[config.mk]
export PLATFORM = sky130hd
export DESIGN_NAME = psio_shift_reg
export DESIGN_NICKNAME = d
export VERILOG_FILES = /design/src/rtl/psio_pkg.sv /design/src/rtl/psio_clr_sync.sv /design/src/rtl/psio_next_state.sv /design/src/rtl/psio_stage_reg.sv /design/src/rtl/psio_shift_reg.sv
export SDC_FILE = /design/constraint.sdc
export NUM_CORES = 1
export LEC_CHECK = 0
export ABC_CLOCK_PERIOD_IN_PS = 800
export BUFFER_PORTS_ARGS = -buffer_cell sky130_fd_sc_hd__buf_2
export CAP_MARGIN = 0
export CORE_AREA = 4 4 41 43
export DETAILED_ROUTE_END_ITERATION = 12
export DIE_AREA = 0 0 45 47
export HOLD_SLACK_MARGIN = 0.03
export SYNTH_ARGS = -nofsm -noshare
export SYNTH_HDL_FRONTEND = slang
export SYNTH_SLANG_ARGS = --single-unit
[constraint.sdc]
create_clock -name clk -period 0.8 [get_ports clk]
set_clock_uncertainty 0.15 [all_clocks]
set_input_delay 0.16 -clock clk [delete_from_list [all_inputs] [get_ports clk]]
set_output_delay 0.16 -clock clk [all_outputs]
set_load 0.05 [all_outputs]
[src/rtl/psio_pkg.sv]
package psio_pkg;
  typedef enum logic {
    MODE_LOAD  = 1'b0,
    MODE_SHIFT = 1'b1
  } op_mode_e;
endpackage

[src/rtl/psio_clr_sync.sv]
module psio_clr_sync #(
  parameter int STAGES = 2
) (
  input  logic clk,
  input  logic clr_n,
  output logic rst_n_out
);
  logic [STAGES-1:0] sync_q;
  logic [STAGES-1:0] sync_d;

  always_comb begin
    sync_d = {sync_q[STAGES-2:0], 1'b1};
  end

  always_ff @(posedge clk or negedge clr_n) begin
    if (!clr_n) sync_q <= '0;
    else        sync_q <= sync_d;
  end

  assign rst_n_out = sync_q[STAGES-1];


  clr_hold_chk: assert property (@(posedge clk) !clr_n |-> !rst_n_out)
    else $error("internal reset released while clear held");
endmodule

[src/rtl/psio_next_state.sv]
module psio_next_state
  import psio_pkg::*;
#(
  parameter int WIDTH = 8
) (
  input  logic [WIDTH-1:0] cur_q,
  input  logic             ser_in,
  input  logic [WIDTH-1:0] par_in,
  input  op_mode_e         mode,
  output logic [WIDTH-1:0] nxt_q
);
  genvar gi;
  generate
    for (gi = 0; gi < WIDTH; gi++) begin : g_stage
      logic shift_src;
      if (gi == 0) begin : g_head
        assign shift_src = ser_in;
      end else begin : g_body
        assign shift_src = cur_q[gi-1];
      end
      always_comb begin
        nxt_q[gi] = (mode == MODE_SHIFT) ? shift_src : par_in[gi];
      end
    end
  endgenerate
endmodule

[src/rtl/psio_stage_reg.sv]
module psio_stage_reg #(
  parameter int WIDTH = 8
) (
  input  logic             clk,
  input  logic             rst_n,
  input  logic             en,
  input  logic [WIDTH-1:0] nxt_q,
  output logic [WIDTH-1:0] q
);
  logic [WIDTH-1:0] d_q;

  always_comb begin
    d_q = en ? nxt_q : q;
  end

  always_ff @(posedge clk or negedge rst_n) begin
    if (!rst_n) q <= '0;
    else        q <= d_q;
  end


  inhibit_hold_chk: assert property (@(posedge clk) disable iff (!rst_n)
    !en |=> $stable(q))
    else $error("stages changed while inhibited");


  clear_zero_chk: assert property (@(posedge clk) !rst_n |-> (q == '0))
    else $error("stages not zero in reset");
endmodule

[src/rtl/psio_shift_reg.sv]
module psio_shift_reg
  import psio_pkg::*;
#(
  parameter int WIDTH       = 8,
  parameter int SYNC_STAGES = 2
) (
  input  logic             clk,
  input  logic             clk_inhibit,
  input  logic             shift_nload,
  input  logic             ser_in,
  input  logic [WIDTH-1:0] par_in,
  input  logic             clr_n,
  output logic             ser_out
);
  localparam int LAST = WIDTH - 1;

  logic             rst_n_int;
  logic             clk_en;
  op_mode_e         mode;
  logic [WIDTH-1:0] stage_q;
  logic [WIDTH-1:0] stage_nxt;

  assign clk_en = ~clk_inhibit;
  assign mode   = op_mode_e'(shift_nload);

  psio_clr_sync #(.STAGES(SYNC_STAGES)) u_sync (
    .clk       (clk),
    .clr_n     (clr_n),
    .rst_n_out (rst_n_int)
  );

  psio_next_state #(.WIDTH(WIDTH)) u_next (
    .cur_q  (stage_q),
    .ser_in (ser_in),
    .par_in (par_in),
    .mode   (mode),
    .nxt_q  (stage_nxt)
  );

  psio_stage_reg #(.WIDTH(WIDTH)) u_reg (
    .clk   (clk),
    .rst_n (rst_n_int),
    .en    (clk_en),
    .nxt_q (stage_nxt),
    .q     (stage_q)
  );

  assign ser_out = stage_q[LAST];


  load_out_chk: assert property (@(posedge clk) disable iff (!rst_n_int)
    (!clk_inhibit && !shift_nload) |=> (ser_out == $past(par_in[LAST])))
    else $error("load did not reach serial output");


  shift_chk: assert property (@(posedge clk) disable iff (!rst_n_int)
    (!clk_inhibit && shift_nload) |=>
      (stage_q == {$past(stage_q[WIDTH-2:0]), $past(ser_in)}))
    else $error("shift step wrong");


  load_word_chk: assert property (@(posedge clk) disable iff (!rst_n_int)
    (!clk_inhibit && !shift_nload) |=> (stage_q == $past(par_in)))
    else $error("parallel load wrong");
endmodule

==> key figures <==
Routing
  • Initial DRC count: 0
  • Vias per inst: 4.338
  • Wirelength, routed: 710 um
  • Drt first pass iters: 1
  • Routed vias: 295
  • Drt wl/cell: 10.44 um
  • Routed Antenna Nets: 0
  • Drc violations: 0

Pwr
  • Peak VDD IR: 1030 uV
  • PD cells: 2079 nW/um^2
  • Design Power: 1.106 mW
  • Leak pwr: 0.2684 nW

Floorplanning
  • DIE AREA: 2115 um^2
  • Boundary pin count: 14
  • Die W: 45 um
  • Initial cell density of the core: 0.3279
  • Core region area: 1301 um^2
  • Rows: 13
  • Die Y: 47 um

Worst setup path
  • Crit path max fanout: 2
  • CP Capture Type: primary output
  • Slowest stage cell, crit path: dfrtp_2
  • Cells on worst reg2reg path: 2
  • Crit-path cells: buf_6
  • Largest stage delay, worst path: 410 ps
  • CP Depth: 1
  • Worst EP arrival: 820 ps
  • Cell family with most CP delay: flip-flops
  • Worst path bufs/invs: 1
  • Kind of critical path: reg -> out
  • Startpoint Class: register
  • Worst Path Required: 490 ps

Place
  • Number of port buffers: 13
  • Post-DP Area: 489.2 um^2
  • Placer congestion estimate: 0.6688
  • Setup WS pre-CTS: -166.3 ps

Finish
  • Layout cells sized above 1: 0.3208
  • Nets: 67
  • Share of the core filled with cells: 0.4087
  • Inserted Diodes: 0
  • Post-route cell area: 531.8 um^2
  • Area growth syn-to-layout: 24.63%

CTS
  • Setup bufs post-CTS: 0
  • H-tree levels: 1
  • Clock latency on the worst-skew pair: 260 ps
  • Sink Count: 10
  • Clock-pin slew on the worst setup and hold paths: 70 ps
  • CTS Buffer Depth: 2
  • Root buffer cell: clkbuf_4
  • TritonCTS clock tree: done
  • Num CTS Buffers: 3
  • Post-CTS Hold Buffers: 1

Global route
  • Vias in the first global route: 306
  • Initial antenna violation count: 0
  • Total gr overflow: 0
  • Largest net degree at the start of global routing: 17
  • GRT Total Usage: 0.09120
  • Global-route wire length before repair: 1297 um

Status
  • Outcome: complete, but fails checks
  • Failing checks: hold timing, setup timing

Run
  • Max-cap viol count: 0

Synth
  • Mean Syn Cell Area: 11.53 um^2
  • #FFs+latches synth: 10
  • Register area share after synthesis: 0.5865
  • Cells after Synth: 37
  • Synthesized Nets: 50
  • Distinct cells, synth: 6
  • Cell Area, Synth: 426.7 um^2
  • YS warnings: 0

Timing
  • RSZ-0062 raised after global routing: true
  • Setup Viol. Count Final: 8
  • Achievable Freq: 885.7 MHz
  • Max-slew violations: 0
  • Tcrit/Tclk final: 1.411
  • Crit path time final: 1129 ps
  • Final hold vios: 8
  • Fin Hold WS: -31.09 ps
  • Final worst slack: -329.0 ps

Worst hold path
  • Worst min-delay path category: reg -> async
[metal layers]
metal,track usage,wire [um],vias to the layer above
li1,-,-,156
met1,0.1038,354,130
met2,0.1243,291,9
met3,0.07663,64,0
met4,0.03509,0,0
met5,0,0,-
[cells in the mapped netlist]
master	count	area, um^2
o21ai_1	8	40.04
buf_6	2	22.52
conb_1	1	3.750
dfrtp_1	10	250.2
mux2i_1	8	80.08
nand2_1	8	30.03
[flip-flops by register name, indices dropped and copies added (netlist names)]
register       count
u_reg.q            8
u_sync.sync_q      2
[cells in the final DEF (no fill, tap or decap)]
cell type and n:
dlygate4sd3_1 1, clkbuf_4 3, dfrtp_1 9, buf_2 12, clkbuf_1 1, dfrtp_2 1, o21ai_1 8, conb_1 1
nand2_1 8, buf_6 1, mux2i_1 8
[where the power goes]
part,total (mW),switching [mW],internal (mW)
logic,0.163,0.0839,0.0796
clock network,0.345,0.153,0.192
registers,0.598,0.0348,0.563
[path summary, 6_finish.rpt]
kind / start / endpoint / slack, ps
max in group asynchronous: u_sync.sync_q[1] / u_reg.q[7] / 270
min in group clk: par_in[5] / u_reg.q[5] / 20
min reg2reg: u_sync.sync_q[1] / u_reg.q[5] / -30
max: u_reg.q[7] / ser_out / -330
max reg2reg: u_reg.q[0] / u_reg.q[1] / -80
min: u_sync.sync_q[1] / u_reg.q[5] / -30
[area by class of cell]
| class | count | area [um^2] |
|---|---|---|
| well taps | 15 | 18.77 |
| multi-input cells | 25 | 153.9 |
| fillers | 133 | 769.5 |
| clock buffers | 4 | 26.28 |
| flip-flops and latches | 10 | 251.5 |
| repair buffers | 14 | 81.33 |
[stage by stage]
stage	cells	setup TNS, ps
after floorplan	37	-114.7
after global placement	63	-1352
after detailed placement	63	-1367
after CTS	68	-763.2
after global routing	68	-1157
final	68	-704.1
[logic make-up after synthesis]
kind of cell | after synthesis | synth area share
AND/OR/NAND/NOR | 8 | 0.07038
buffers and inverters | 2 | 0.05278
other | 1 | 0.008789
flip-flops | 10 | 0.5865
multiplexers | 8 | 0.1877
AO/OA/AOI/OAI | 8 | 0.09385
[timing repair]
item	in CTS	in global routing
hold endpoints to repair	14	9
setup endpoints to repair	8	8
resized for setup	2	0
No activity file was read; power rests on OpenSTA's default activity.
